## src/rtl/asym_dpram_pkg.sv

```systemverilog
package asym_dpram_pkg;

  typedef enum logic [1:0] {
    ACC_IDLE  = 2'd0,
    ACC_READ  = 2'd1,
    ACC_WRITE = 2'd2
  } acc_kind_e;

  function automatic bit cfg_is_legal(input int unsigned ratio,
                                      input int unsigned wide_w,
                                      input int unsigned wide_depth);
    bit ratio_ok;
    bit depth_ok;
    ratio_ok = (ratio == 1) || (ratio == 2) || (ratio == 4) || (ratio == 8);
    depth_ok = (wide_depth >= 2) && ((wide_depth & (wide_depth - 1)) == 0);
    return ratio_ok && depth_ok && (wide_w >= ratio) && ((wide_w % ratio) == 0);
  endfunction

endpackage

```

## src/rtl/asym_dpram_rst_sync.sv

```systemverilog
module asym_dpram_rst_sync (
  input  logic clk,
  input  logic rst_n,
  output logic rst_q_n
);

  logic [1:0] sync_q;
  logic [1:0] sync_d;

  always_comb begin
    sync_d = {sync_q[0], 1'b1};
  end

  always_ff @(posedge clk or negedge rst_n) begin
    if (!rst_n) begin
      sync_q <= '0;
    end else begin
      sync_q <= sync_d;
    end
  end

  assign rst_q_n = sync_q[1];

endmodule

```

## src/rtl/asym_dpram_port_ctl.sv

```systemverilog
module asym_dpram_port_ctl
  import asym_dpram_pkg::*;
(
  input  logic      en,
  input  logic      we,
  output acc_kind_e kind,
  output logic      rd,
  output logic      wr
);

  always_comb begin
    if (!en) begin
      kind = ACC_IDLE;
    end else if (we) begin
      kind = ACC_WRITE;
    end else begin
      kind = ACC_READ;
    end
  end

  // Every enabled access reads (read-first), only writes store.
  assign rd = (kind != ACC_IDLE);
  assign wr = (kind == ACC_WRITE);

endmodule

```

## src/rtl/asym_dpram_lane_bank.sv

```systemverilog
module asym_dpram_lane_bank #(
  parameter  int unsigned LANE_W = 8,
  parameter  int unsigned DEPTH  = 16,
  localparam int unsigned ROW_AW = $clog2(DEPTH)
) (
  input  logic              clk,
  input  logic              rst_n,
  input  logic              a_rd,
  input  logic              a_wr,
  input  logic [ROW_AW-1:0] a_row,
  input  logic [LANE_W-1:0] a_wdata,
  output logic [LANE_W-1:0] a_rdata,
  input  logic              b_rd,
  input  logic              b_wr,
  input  logic [ROW_AW-1:0] b_row,
  input  logic [LANE_W-1:0] b_wdata,
  output logic [LANE_W-1:0] b_rdata
);

  logic [LANE_W-1:0] store [DEPTH];
  logic [LANE_W-1:0] a_q, a_d;
  logic [LANE_W-1:0] b_q, b_d;
  logic              b_blocked;

  // Same row written by both ports in this lane: wide port wins.
  assign b_blocked = a_wr && (a_row == b_row);

  always_ff @(posedge clk) begin
    if (a_wr) begin
      store[a_row] <= a_wdata;
    end
    if (b_wr && !b_blocked) begin
      store[b_row] <= b_wdata;
    end
  end

  always_comb begin
    a_d = a_q;
    b_d = b_q;
    if (a_rd) begin
      a_d = store[a_row];
    end
    if (b_rd) begin
      b_d = store[b_row];
    end
  end

  always_ff @(posedge clk or negedge rst_n) begin
    if (!rst_n) begin
      a_q <= '0;
      b_q <= '0;
    end else begin
      a_q <= a_d;
      b_q <= b_d;
    end
  end

  assign a_rdata = a_q;
  assign b_rdata = b_q;

endmodule

```

## src/rtl/asym_dpram_lane_mux.sv

```systemverilog
module asym_dpram_lane_mux #(
  parameter  int unsigned LANE_W = 8,
  parameter  int unsigned RATIO  = 4,
  localparam int unsigned SEL_W  = (RATIO > 1) ? $clog2(RATIO) : 1
) (
  input  logic [RATIO*LANE_W-1:0] lanes,
  input  logic [SEL_W-1:0]        sel,
  output logic [LANE_W-1:0]       out
);

  generate
    if (RATIO == 1) begin : g_pass
      logic unused_sel;
      assign unused_sel = ^sel;
      assign out = lanes;
    end else begin : g_pick
      assign out = lanes[sel*LANE_W +: LANE_W];
    end
  endgenerate

endmodule

```

## src/rtl/asym_dpram.sv

```systemverilog
module asym_dpram
  import asym_dpram_pkg::*;
#(
  parameter  int unsigned WIDE_W       = 32,
  parameter  int unsigned RATIO        = 4,
  parameter  int unsigned WIDE_DEPTH   = 16,
  localparam int unsigned NARROW_W     = WIDE_W / RATIO,
  localparam int unsigned NARROW_DEPTH = WIDE_DEPTH * RATIO,
  localparam int unsigned ROW_AW       = $clog2(WIDE_DEPTH),
  localparam int unsigned LANE_AW      = $clog2(RATIO),
  localparam int unsigned NARROW_AW    = $clog2(NARROW_DEPTH),
  localparam int unsigned SEL_W        = (LANE_AW > 0) ? LANE_AW : 1
) (
  input  logic                 clk,
  input  logic                 rst_n,
  input  logic                 en_a,
  input  logic                 we_a,
  input  logic [ROW_AW-1:0]    addr_a,
  input  logic [WIDE_W-1:0]    wdata_a,
  output logic [WIDE_W-1:0]    rdata_a,
  input  logic                 en_b,
  input  logic                 we_b,
  input  logic [NARROW_AW-1:0] addr_b,
  input  logic [NARROW_W-1:0]  wdata_b,
  output logic [NARROW_W-1:0]  rdata_b
);

  generate
    if (!cfg_is_legal(RATIO, WIDE_W, WIDE_DEPTH)) begin : g_bad_cfg
      $error("asym_dpram: RATIO must be 1/2/4/8 dividing WIDE_W, WIDE_DEPTH a power of two >= 2");
    end
  endgenerate

  logic                     rst_q_n;
  acc_kind_e                kind_a, kind_b;
  logic                     rd_a, wr_a, rd_b, wr_b;
  logic [ROW_AW-1:0]        row_b;
  logic [SEL_W-1:0]         lane_b;
  logic [SEL_W-1:0]         sel_q, sel_d;
  logic [RATIO-1:0]         lane_wr_b;
  logic [RATIO*NARROW_W-1:0] lanes_b;

  asym_dpram_rst_sync i_rst_sync (
    .clk     (clk),
    .rst_n   (rst_n),
    .rst_q_n (rst_q_n)
  );

  asym_dpram_port_ctl i_ctl_a (.en(en_a), .we(we_a), .kind(kind_a), .rd(rd_a), .wr(wr_a));
  asym_dpram_port_ctl i_ctl_b (.en(en_b), .we(we_b), .kind(kind_b), .rd(rd_b), .wr(wr_b));

  // Narrow address: row bits on top, lane-select bits at the bottom.
  assign row_b = addr_b[NARROW_AW-1:LANE_AW];

  generate
    if (LANE_AW > 0) begin : g_lane_bits
      assign lane_b = addr_b[LANE_AW-1:0];
    end else begin : g_no_lane_bits
      assign lane_b = '0;
    end
  endgenerate

  generate
    for (genvar i = 0; i < RATIO; i++) begin : g_lane
      assign lane_wr_b[i] = wr_b && (lane_b == SEL_W'(i));

      asym_dpram_lane_bank #(
        .LANE_W (NARROW_W),
        .DEPTH  (WIDE_DEPTH)
      ) i_bank (
        .clk     (clk),
        .rst_n   (rst_q_n),
        .a_rd    (rd_a),
        .a_wr    (wr_a),
        .a_row   (addr_a),
        .a_wdata (wdata_a[i*NARROW_W +: NARROW_W]),
        .a_rdata (rdata_a[i*NARROW_W +: NARROW_W]),
        .b_rd    (rd_b),
        .b_wr    (lane_wr_b[i]),
        .b_row   (row_b),
        .b_wdata (wdata_b),
        .b_rdata (lanes_b[i*NARROW_W +: NARROW_W])
      );
    end
  endgenerate

  // Lane select follows the read data one edge behind the address.
  always_comb begin
    sel_d = sel_q;
    if (rd_b) begin
      sel_d = lane_b;
    end
  end

  always_ff @(posedge clk or negedge rst_q_n) begin
    if (!rst_q_n) begin
      sel_q <= '0;
    end else begin
      sel_q <= sel_d;
    end
  end

  asym_dpram_lane_mux #(
    .LANE_W (NARROW_W),
    .RATIO  (RATIO)
  ) i_mux (
    .lanes (lanes_b),
    .sel   (sel_q),
    .out   (rdata_b)
  );

  p_a_hold_r6: assert property (@(posedge clk) disable iff (!rst_q_n)
    !en_a |=> $stable(rdata_a));

  p_b_hold_r6: assert property (@(posedge clk) disable iff (!rst_q_n)
    !en_b |=> $stable(rdata_b));

  p_lane_onehot_r3: assert property (@(posedge clk) disable iff (!rst_q_n)
    $onehot0(lane_wr_b));

  p_wide_wr_rd_r1: assert property (@(posedge clk) disable iff (!rst_q_n)
    (wr_a ##1 (en_a && !we_a && (addr_a == $past(addr_a)) && !wr_b))
      |=> (rdata_a == $past(wdata_a, 2)));

endmodule

```

## config.mk

```make
export PLATFORM = sky130hd
export DESIGN_NAME = asym_dpram
export DESIGN_NICKNAME = d
export VERILOG_FILES = /design/src/rtl/asym_dpram_pkg.sv /design/src/rtl/asym_dpram_rst_sync.sv /design/src/rtl/asym_dpram_port_ctl.sv /design/src/rtl/asym_dpram_lane_bank.sv /design/src/rtl/asym_dpram_lane_mux.sv /design/src/rtl/asym_dpram.sv
export SDC_FILE = /design/constraint.sdc
export NUM_CORES = 1
export LEC_CHECK = 0
export BUFFER_PORTS_ARGS = -buffer_cell sky130_fd_sc_hd__buf_2
export CAP_MARGIN = 10
export CELL_PAD_IN_SITES_DETAIL_PLACEMENT = 0
export CELL_PAD_IN_SITES_GLOBAL_PLACEMENT = 2
export CORE_MARGIN = 3
export CORE_UTILIZATION = 50
export CTS_CLUSTER_DIAMETER = 80
export DETAILED_ROUTE_END_ITERATION = 8
export PLACE_DENSITY_LB_ADDON = 0.1
export REMOVE_ABC_BUFFERS = 1
export SYNTH_ARGS = -nofsm -noshare
export SYNTH_HDL_FRONTEND = slang
export SYNTH_SLANG_ARGS = --single-unit
```

## constraint.sdc

```tcl
create_clock -name clk -period 4.03 [get_ports clk]
set_input_delay 0.403 -clock clk [delete_from_list [all_inputs] [get_ports clk]]
set_output_delay 0.403 -clock clk [all_outputs]
set_load 0.05 [all_outputs]
```

* Word level (Yosys, flattened, before mapping)
Memories as Yosys holds them, arrays and structs flattened. A register that Yosys moved wholly into a read port is not among the register bits.
Cells that the tools add are included.
** Cells by class
- Reduce and logical (&&, ||, !) cells :: 21
- Mux-type cells :: 14
- Shift operators :: 1
- Equal/unequal tests :: 6
** Operator list (count)
- $shiftx A32 B6 Y8 :: 1
- $mux W1 :: 10
- $logic_and A1 B1 Y1 :: 9
- $logic_not A1 Y1 :: 9
- $eq A2 B2 Y1 const B :: 4
- $mux W2 :: 4
- $eq A4 B4 Y1 :: 1
- $reduce_bool A2 Y1 :: 2
- $eq A2 B1 Y1 const B :: 1
- $logic_not A2 Y1 :: 1
** Storage, ports and cells
- Bits in writable memories :: 512
- Memories :: 4
- Logic and storage cells :: 48
- Register bits after elaboration :: 4
** Memories
- g_lane[0].i_bank.store :: depth 16, bits a word 8, rd ports 2, clocked after Yosys merged registers in 2, write ports 2, line asym_dpram_lane_bank.sv:20 : logic [LANE_W-1:0] store [DEPTH];
- g_lane[1].i_bank.store :: depth 16, bits a word 8, rd ports 2, clocked after Yosys merged registers in 2, write ports 2, line asym_dpram_lane_bank.sv:20
- g_lane[2].i_bank.store :: depth 16, bits a word 8, rd ports 2, clocked after Yosys merged registers in 2, write ports 2, line asym_dpram_lane_bank.sv:20
- g_lane[3].i_bank.store :: depth 16, bits a word 8, rd ports 2, clocked after Yosys merged registers in 2, write ports 2, line asym_dpram_lane_bank.sv:20

* Depth between registers and ports, before layout
Gate-level depths: netlist of run 1.
- Depth in word-level cells :: 8
- Depth in mapped cells :: 8

* Cells and area by module
A second synthesis of run 1 with hierarchy kept.
** Second synthesis, totals
- Cell total of the unflattened synthesis :: 2525
- Area, all modules :: 34210.3 sq um
** Modules (own cells, without submodules)
- asym_dpram_lane_bank at g_lane[1].i_bank ... :: instances 3, cells an instance 624, area each 8448.1 sq um, sequential area each 4244.1 sq um
- asym_dpram_lane_bank at g_lane[0].i_bank :: instances 1, cells an instance 624, area each 8449.4 sq um, sequential area each 4244.1 sq um
- asym_dpram_lane_mux :: instances 1, cells an instance 10, area each 196.4 sq um, sequential area each 0.0 sq um
- asym_dpram :: instances 1, cells an instance 8, area each 111.4 sq um, sequential area each 50.0 sq um
- asym_dpram_port_ctl :: instances 2, cells an instance 4, area each 27.5 sq um, sequential area each 0.0 sq um
- asym_dpram_rst_sync :: instances 1, cells an instance 3, area each 53.8 sq um, sequential area each 50.0 sq um

* Worst setup path before layout of run 1
OpenSTA, ideal clock, no wires.
- Path kind :: input-to-reg
- From :: input port addr_b[4]
- To :: memory g_lane[3].i_bank.store[9][0], enable pin
- Data required time :: 3696 ps
- Cell stages on the path :: 6
- Library setup time :: 334 ps
- Setup slack :: 1889 ps
- Arrival :: 1807 ps
- Path buffers :: 2
- Cells stage by stage :: buf_4 -> buf_2 -> and4bb_1 -> nand3_1 -> a21oi_4 -> nand2b_1
** RTL lines
- start, declared :: line asym_dpram.sv:23 : input logic [NARROW_AW-1:0] addr_b,
- end, declared :: line asym_dpram_lane_bank.sv:20

==> results of run 1 <==
==> timing repair <==
action,in CTS,in global routing
hold buffers,1,0
endpoints found under the hold margin,2,0
setup endpoints to repair,0,0
setup buffers,0,0
==> synthesized netlist by cell type (2+ instances only) <==
library cell	n	share of area
clkbuf_1	147	0.016
and4b_1	5	0.0015
buf_4	17	0.0037
buf_2	66	0.0096
a21oi_4	38	0.018
a21o_1	7	0.0015
buf_1	14	0.0015
nand2b_1	38	0.0069
and4bb_2	5	0.0018
o21ai_1	3	0.00044
o22ai_1	115	0.021
nand3_1	45	0.0066
mux2_2	510	0.17
nor2_1	117	0.013
nor4b_4	3	0.0021
a221oi_1	51	0.013
dfrtp_1	68	0.050
and2_1	6	0.0011
nand2_1	71	0.0078
mux4_2	85	0.056
o2111ai_2	9	0.0039
or3b_2	2	0.00051
nor2b_1	4	0.00073
o2111ai_4	10	0.0077
a31oi_1	64	0.012
mux2i_1	358	0.10
nand3b_1	5	0.0011
xnor2_1	3	0.00077
edfxtp_1	512	0.45
a21oi_1	13	0.0019
mux2_1	2	0.00066
buf_6	14	0.0046
mux2_4	2	0.00088
o21ai_0	48	0.0070
and3_1	2	0.00036
a2bb2oi_1	13	0.0033
==> worst register-to-register path, delay by kind of cell, from the launching register on <==
family,cells,cell delay [ps]
AOI/OAI and AO/OA,2,570
DFF,1,410
muxes,1,490
==> path summary, 6_finish.rpt <==
| kind | end | slack, ps | from | depth (start not counted) |
|---|---|---|---|---|
| min in group clk | sel_q[1] | 280 | addr_b[1] | 2 |
| hold / removal | i_rst_sync.sync_q[0] | 110 | rst_n | 2 |
| setup / recovery | g_lane[3].i_bank.store[9][4] | 1230 | addr_b[3] | 6 |
| setup reg to reg | g_lane[3].i_bank.a_rdata[6] | 2400 | g_lane[3].i_bank.store[10][6] | 3 |
| hold reg to reg | i_rst_sync.sync_q[1] | 360 | i_rst_sync.sync_q[0] | 0 |
| max in group asynchronous | g_lane[2].i_bank.a_rdata[7] | 2550 | i_rst_sync.sync_q[1] | 1 |
==> registers in the layout (all words and copies together) (netlist names) <==
| register | flops |
|---|---|
| g_lane.i_bank.a_rdata | 32 |
| g_lane.i_bank.store | 512 |
| i_rst_sync.sync_q | 2 |
| g_lane.i_bank.b_rdata | 32 |
| sel_q | 2 |
==> cells in the final DEF (no fill, tap or decap), types with 3 or more instances in the layout <==
master / synthesis / layout
buf_12: 0 / 5
and2_1: 6 / 3
mux4_2: 85 / 85
mux2_2: 510 / 510
inv_6: 0 / 4
buf_2: 66 / 89
a21oi_4: 38 / 38
a2bb2oi_1: 13 / 13
clkinvlp_4: 0 / 4
xnor2_1: 3 / 3
nor4b_4: 3 / 3
nand3_1: 45 / 44
nor2_1: 117 / 116
mux2i_1: 358 / 358
nand2b_1: 38 / 38
clkbuf_1: 147 / 11
a21oi_1: 13 / 13
a21o_1: 7 / 7
or3b_2: 2 / 3
edfxtp_1: 512 / 512
bufinv_16: 0 / 5
o22ai_1: 115 / 115
clkinv_1: 0 / 15
o2111ai_4: 10 / 10
and4b_1: 5 / 5
nand3b_1: 5 / 5
dfrtp_1: 68 / 67
o2111ai_2: 9 / 9
and4bb_2: 5 / 5
clkinv_2: 0 / 14
o21ai_1: 3 / 3
a31oi_1: 64 / 64
nand2_1: 71 / 71
o21ai_0: 48 / 48
a221oi_1: 51 / 51
buf_4: 17 / 83
clkbuf_16: 0 / 72
==> final cells by class <==
cell class | instances | area, um^2
well taps | 873 | 1090
inverters | 1 | 3.75
repair buffers | 182 | 1230
fillers | 5571 | 29900
flip-flops and latches | 580 | 17100
diodes | 2 | 5.00
clock inverters | 44 | 367
multi-input cells | 1646 | 16000
clock buffers | 83 | 1840
==> where the power goes <==
group	total, mW	internal, mW	switching (mW)
combinational	1.92	0.675	1.24
clock	6.25	3.60	2.65
sequential	6.90	6.72	0.181
==> metal layers <==
| layer | vias up | track usage |
|---|---|---|
| met4 | 2 | 0.148 |
| met1 | 12200 | 0.496 |
| met3 | 329 | 0.0830 |
| li1 | 9801 | - |
| met2 | 1605 | 0.526 |
| met5 | - | 0 |
==> cell families after synthesis <==
kind of cell    Yosys count  synth area share
compound gates          371            0.0895
other cells               1          0.000109
simple gates            313            0.0464
xor+xnor                  4           0.00124
flops                   580             0.498
buf+inv                 260            0.0358
mux                     957             0.329
==> results by group, run 1 <==
Status
  – Status: finished, final reports clean

Global route
  – Vias in the first global route: 23500
  – Grt total ovfl: 0
  – Antenna violations before repair: 5
  – Largest net degree at the start of global routing: 87
  – Total Routing Usage GR: 0.352
  – First-pass GRT wire length: ~180 mm

CTS
  – Clk Latency, worst-skew pair: 630 ps
  – Max Buffers Root-to-Sink: 3
  – Clock root cell: clkbuf_16
  – Sink Count: 580
  – Clk pin slew, worst setup/hold paths: 50 ps
  – CTS tree: done
  – CTS resizes: 0
  – Num CTS Buffers: 69
  – H-Tree Depth: 3

Worst setup path
  – Crit path max-delay family: simple AND/OR/NAND/NOR gates
  – Worst Path Buf+Inv: 2
  – Worst setup SP type: input port
  – Worst setup EP type: flip-flop
  – Crit-path slowest cell: nand2b_1
  – CP Class: input port to flip-flop
  – Worst endpoint data arrival time: 3030 ps
  – Worst-path cell chain: buf_2, xnor2_2, and2_4, buf_4, a21oi_4, nand2b_1
  – Largest stage delay on the critical path: approximately 730 ps
  – CP Max Fanout: 22
  – Data required time of the worst path: 4260 ps

Placed design
  – Post-place setup slack: roughly 710 ps
  – Detailed Place HPWL: roughly 80 mm
  – GPL Wtd Cong: between 0.9 and 1
  – Placed cell areas: 35400 um^2
  – Dpl cells: 3281
  – # port buffers: 95

STA
  – Worst hold slack: between 100 and 150 ps
  – TNS Setup: 0 ps
  – Minimum clock period: ~2800 ps
  – Final setup violation count: 0
  – Least-Margin Pin Slew: 1220 ps
  – Final period utilization: 0.694
  – Hold Fails Final Rpt: 0
  – Min setup slack post-route: 1230 ps
  – Max Freq: 357 MHz
  – RSZ-0062 raised after global routing: no
  – Max-slew violations: 0
  – Layout Skew: around 25 ps
  – Slew headroom: 0.183

Power and ir drop
  – Worst VDD drop: 0.000321 V
  – Leakage: between 10 and 15 nW
  – PD cells: between 400 and 500 nW/um^2
  – Power Total: between 15 and 20 mW

Die
  – Core box area: roughly 68000 um^2
  – Die height: 268 um
  – Floorplan row count: 95
  – # IOs: 96
  – Die footprint: ~72000 um^2
  – Starting Density: 0.508
  – Die Width: 268 um

Route
  – DRC Markers: 0
  – Via density: around 7.0
  – DRT Pass-1 Iters: 6
  – Uppermost layer routed: met5
  – WL met1: 51.7 mm
  – Antenna-violating nets left: 0
  – Met3 wire length: 13.6 mm
  – WL final: 127 mm
  – WL met2: 55.5 mm
  – Routed vias: roughly 24000
  – WL per Instance: between 30 and 40 um
  – DRT iter0 DRCs: 3174

Final layout
  – Final core occ: 0.558
  – Final instance area: 37700 um^2
  – Layout Nets: 2536
  – Share of cells above drive strength 1: 0.379
  – Area Overhead vs Synth: 9.76%
  – Final Non-Filler Cells: 3411

Yosys
  – Synth Warn #: 0
  – Number of flops mapped to enable cells by yosys: 512
  – Asr flop ratio synth: 0.117
  – Yosys reg bits: just under 600
  – Mapped cell area: 34300 um^2
  – Main flop type after synthesis: edfxtp_1
  – Syn Area/Cell: 13.8 um^2
  – Sequential share of the synthesized area: 0.498
  – Post-Syn Instances: between 2000 and 2500
  – Count of cell types in the netlist: 50

Flow run
  – Max Cap Violations: 0

Worst hold path
  – Worst Hold Class: input port to async pin
Power figures use the tool's default switching activity.
==> run 2, diff against run 1 <==
Settings changed: ABC_AREA set to 1, CORE_UTILIZATION 50 to 33.
Clock period 4.03 ns to 2.5 ns, I/O delays scaled along.
==> results by group, run 2 <==
Status
  – Status: finished with violations
  – Failing checks: setup timing

Yosys
  – Synth area leader: edfxtp_1
  – Post-Synth Adder-Cell Area: 0
  – Compound-Gate Fraction of Synth Area: 0.00788
  – Asr flop ratio synth: 0.117
  – Post-synthesis simple-gate area fraction: 0.481
  – Sequential share of the synthesized area: 0.448
  – Synth cell count leaders: nand2_1 (3137), nand4_1 (546), edfxtp_1 (512), nor2_1 (397), clkbuf_1 (335)
  – Largest family of logic cells by synthesized area: simple AND/OR/NAND/NOR gates
  – Count of cell types in the netlist: 23
  – Synth Warn #: 0
  – Cell with the most instances after synthesis: nand2_1
  – Synth top area cells: edfxtp_1 (40%), nand2_1 (31%), nand4_1 (9.0%)
  – Post-Syn Instances: between 5000 and 6000
  – Main flop type after synthesis: edfxtp_1
  – Yosys reg bits: 580
  – Mux share of post-synthesis cell area: 0
  – Share of Yosys cell area claimed by the top area cell type: 0.404
  – Number of flops mapped to enable cells by yosys: 512
  – Syn Area/Cell: 6.79 um^2
  – Mapped cell area: 38100 um^2
  – XOR/XNOR share of the synthesized area: 0.000230

Worst setup path
  – Crit path max-delay family: compound AO/OA/AOI/OAI gates
  – Worst endpoint data arrival time: 2260 ps
  – CP Class: flip-flop to primary output
  – Largest stage delay on the critical path: ~480 ps
  – Worst setup SP type: flip-flop
  – Worst setup EP type: primary output
  – Crit-path slowest cell: o21ai_0
  – CP Max Fanout: 16
  – Worst-path cell chain: buf_4, o21ai_0, o22ai_2, buf_2
  – Data required time of the worst path: about 2300 ps
  – Worst Path Buf+Inv: 2

Placed design
  – GPL Wtd Cong: a little under 0.9
  – # port buffers: 95
  – Placed cell areas: 41500 um^2
  – Detailed Place HPWL: 118 mm

CTS
  – CTS tree: done
  – Num CTS Buffers: 76
  – H-Tree Depth: 3
  – Clock root cell: clkbuf_16
  – Post-CTS setup buffer count: 0
  – Sink Count: 580
  – Max Buffers Root-to-Sink: 3
  – Clk pin slew, worst setup/hold paths: 60 ps
  – Clk Latency, worst-skew pair: between 600 and 700 ps

STA
  – Layout Skew: 20.9 ps
  – Least-Margin Pin Slew: around 840 ps
  – Worst hold slack: about 110 ps
  – Hold Fails Final Rpt: 0
  – TNS Setup: -13.1 ps
  – Final setup violation count: 1
  – Max-slew violations: 0
  – Minimum clock period: roughly 2500 ps
  – Min setup slack post-route: -13.1 ps
  – Final period utilization: 1.01
  – Max Freq: 398 MHz
  – RSZ-0062 raised after global routing: no
  – Slew headroom: 0.439

Power and ir drop
  – PD cells: 597 nW/um^2
  – Leakage: 20.9 nW
  – Worst VDD drop: 0.000464 V

Die
  – Core box area: between 100000 and 150000 um^2
  – Die height: roughly 350 um
  – Floorplan row count: ~120
  – # IOs: 96
  – Die Width: 346 um
  – Die footprint: ~120000 um^2
  – Starting Density: 0.333

Final layout
  – Max reg flops: 512
  – Largest register by flop count: g_lane.i_bank.store
  – Most frequent cells in the layout: nand2_1 (3137), nand4_1 (546), edfxtp_1 (512)
  – Most common cell after layout, fill and taps aside: nand2_1
  – Layout Nets: 5632
  – Final instance area: 44000 um^2
  – Share of cells above drive strength 1: 0.102
  – Area Overhead vs Synth: 15.5%

Global route
  – Total Routing Usage GR: 0.296
  – Grt total ovfl: 0
  – Largest net degree at the start of global routing: 110
  – First-pass GRT wire length: 263 mm
  – Antenna violations before repair: 6
  – Vias in the first global route: 36900

Flow run
  – Max Cap Violations: 0

Route
  – Routed vias: between 30000 and 40000
  – DRC Markers: 0
  – DRT Pass-1 Iters: 5
  – Via density: 5.42
  – WL per Instance: 25.3 um
  – DRT iter0 DRCs: approximately 3900
  – Antenna-violating nets left: 0
  – WL final: roughly 180 mm

Worst hold path
  – Worst Hold Class: input port to flip-flop
run 2: cell count changes after synthesis, moves of 191 or more:
cell / delta
nand3_1: +191
nor2_1: +280
nand2_1: +3066
mux2_2: -510
mux2i_1: -358
nand4_1: +545
run 2: final timing paths:
kind | startpoint | endpoint | slack (ps) | cells after the start
setup / recovery | sel_q[0] | rdata_b[4] | -10 | 4
hold / removal | en_b | sel_q[1] | 110 | 3
setup reg to reg | g_lane[0].i_bank.store[4][6] | g_lane[0].i_bank.b_rdata[6] | 940 | 8
hold reg to reg | i_rst_sync.sync_q[0] | i_rst_sync.sync_q[1] | 360 | 0
max in group asynchronous | i_rst_sync.sync_q[1] | sel_q[1] | 1370 | 1
min in group asynchronous | i_rst_sync.sync_q[1] | g_lane[3].i_bank.a_rdata[6] | 420 | 0
run 2: area by class of cell:
class / instances / area [um^2]
Clock inverter: 44 / 394
Multi-Input combinational cell: 4431 / 18800
Antenna cell: 2 / 5.00
Fill cell: 12100 / 70500
Tap cell: 1512 / 1890
Timing Repair Buffer: 394 / 3420
Sequential cell: 580 / 17100
Clock buffer: 95 / 2040
Inverter: 93 / 374
run 2: report_power, final:
group	leakage (nW)	switching [mW]	internal (mW)
registers	5.40	0.197	10.8
clock network	1.19	4.60	6.49
logic	14.3	3.13	1.02
total	20.9	7.93	18.3
run 2: cells by family (layout without fill, tap and decap cells):
group                  Yosys count  in the layout
AND/OR/NAND/NOR               4371           4371
buffers and inverters          597            626
XOR/XNOR                         1              1
AO/OA/AOI/OAI                   58             58
flip-flops                     580            580
other                            1              3
run 2: layer usage:
layer	wire length (um)	track usage	up-vias	part of all wire
li1	-	-	18300	-
met2	82500	0.475	1512	0.46
met4	5830	0.0957	4	0.032
met3	11800	0.0342	284	0.065
met5	27	0	-	0.00015
met1	81000	0.417	18700	0.45
run 2: metrics by stage:
step,cells,power (mW),worst slack (ps),util
final,7151,26.3,-13.1,0.384
after global routing,7149,27.2,8.63,0.384
after CTS,7149,26.4,-6.56,0.384
after detailed placement,7006,15.3,-59.1,0.362
after global placement,7006,15.3,-87.4,0.362
after floorplan,5104,13.1,-16200,-
run 2: timing repair:
| action | in CTS | in global routing |
|---|---|---|
| pin swaps | 0 | 2 |
| endpoints found under the hold margin | 4 | 0 |
| hold buffers | 4 | 0 |
| resized for setup | 10 | 5 |
| setup endpoints to repair | 6 | 8 |
run 2: tightest hold or removal path: cells and delay by family:
kind            cells  cell delay [ps]
simple gates        1              160
compound gates      1              100
buf+inv             1              190
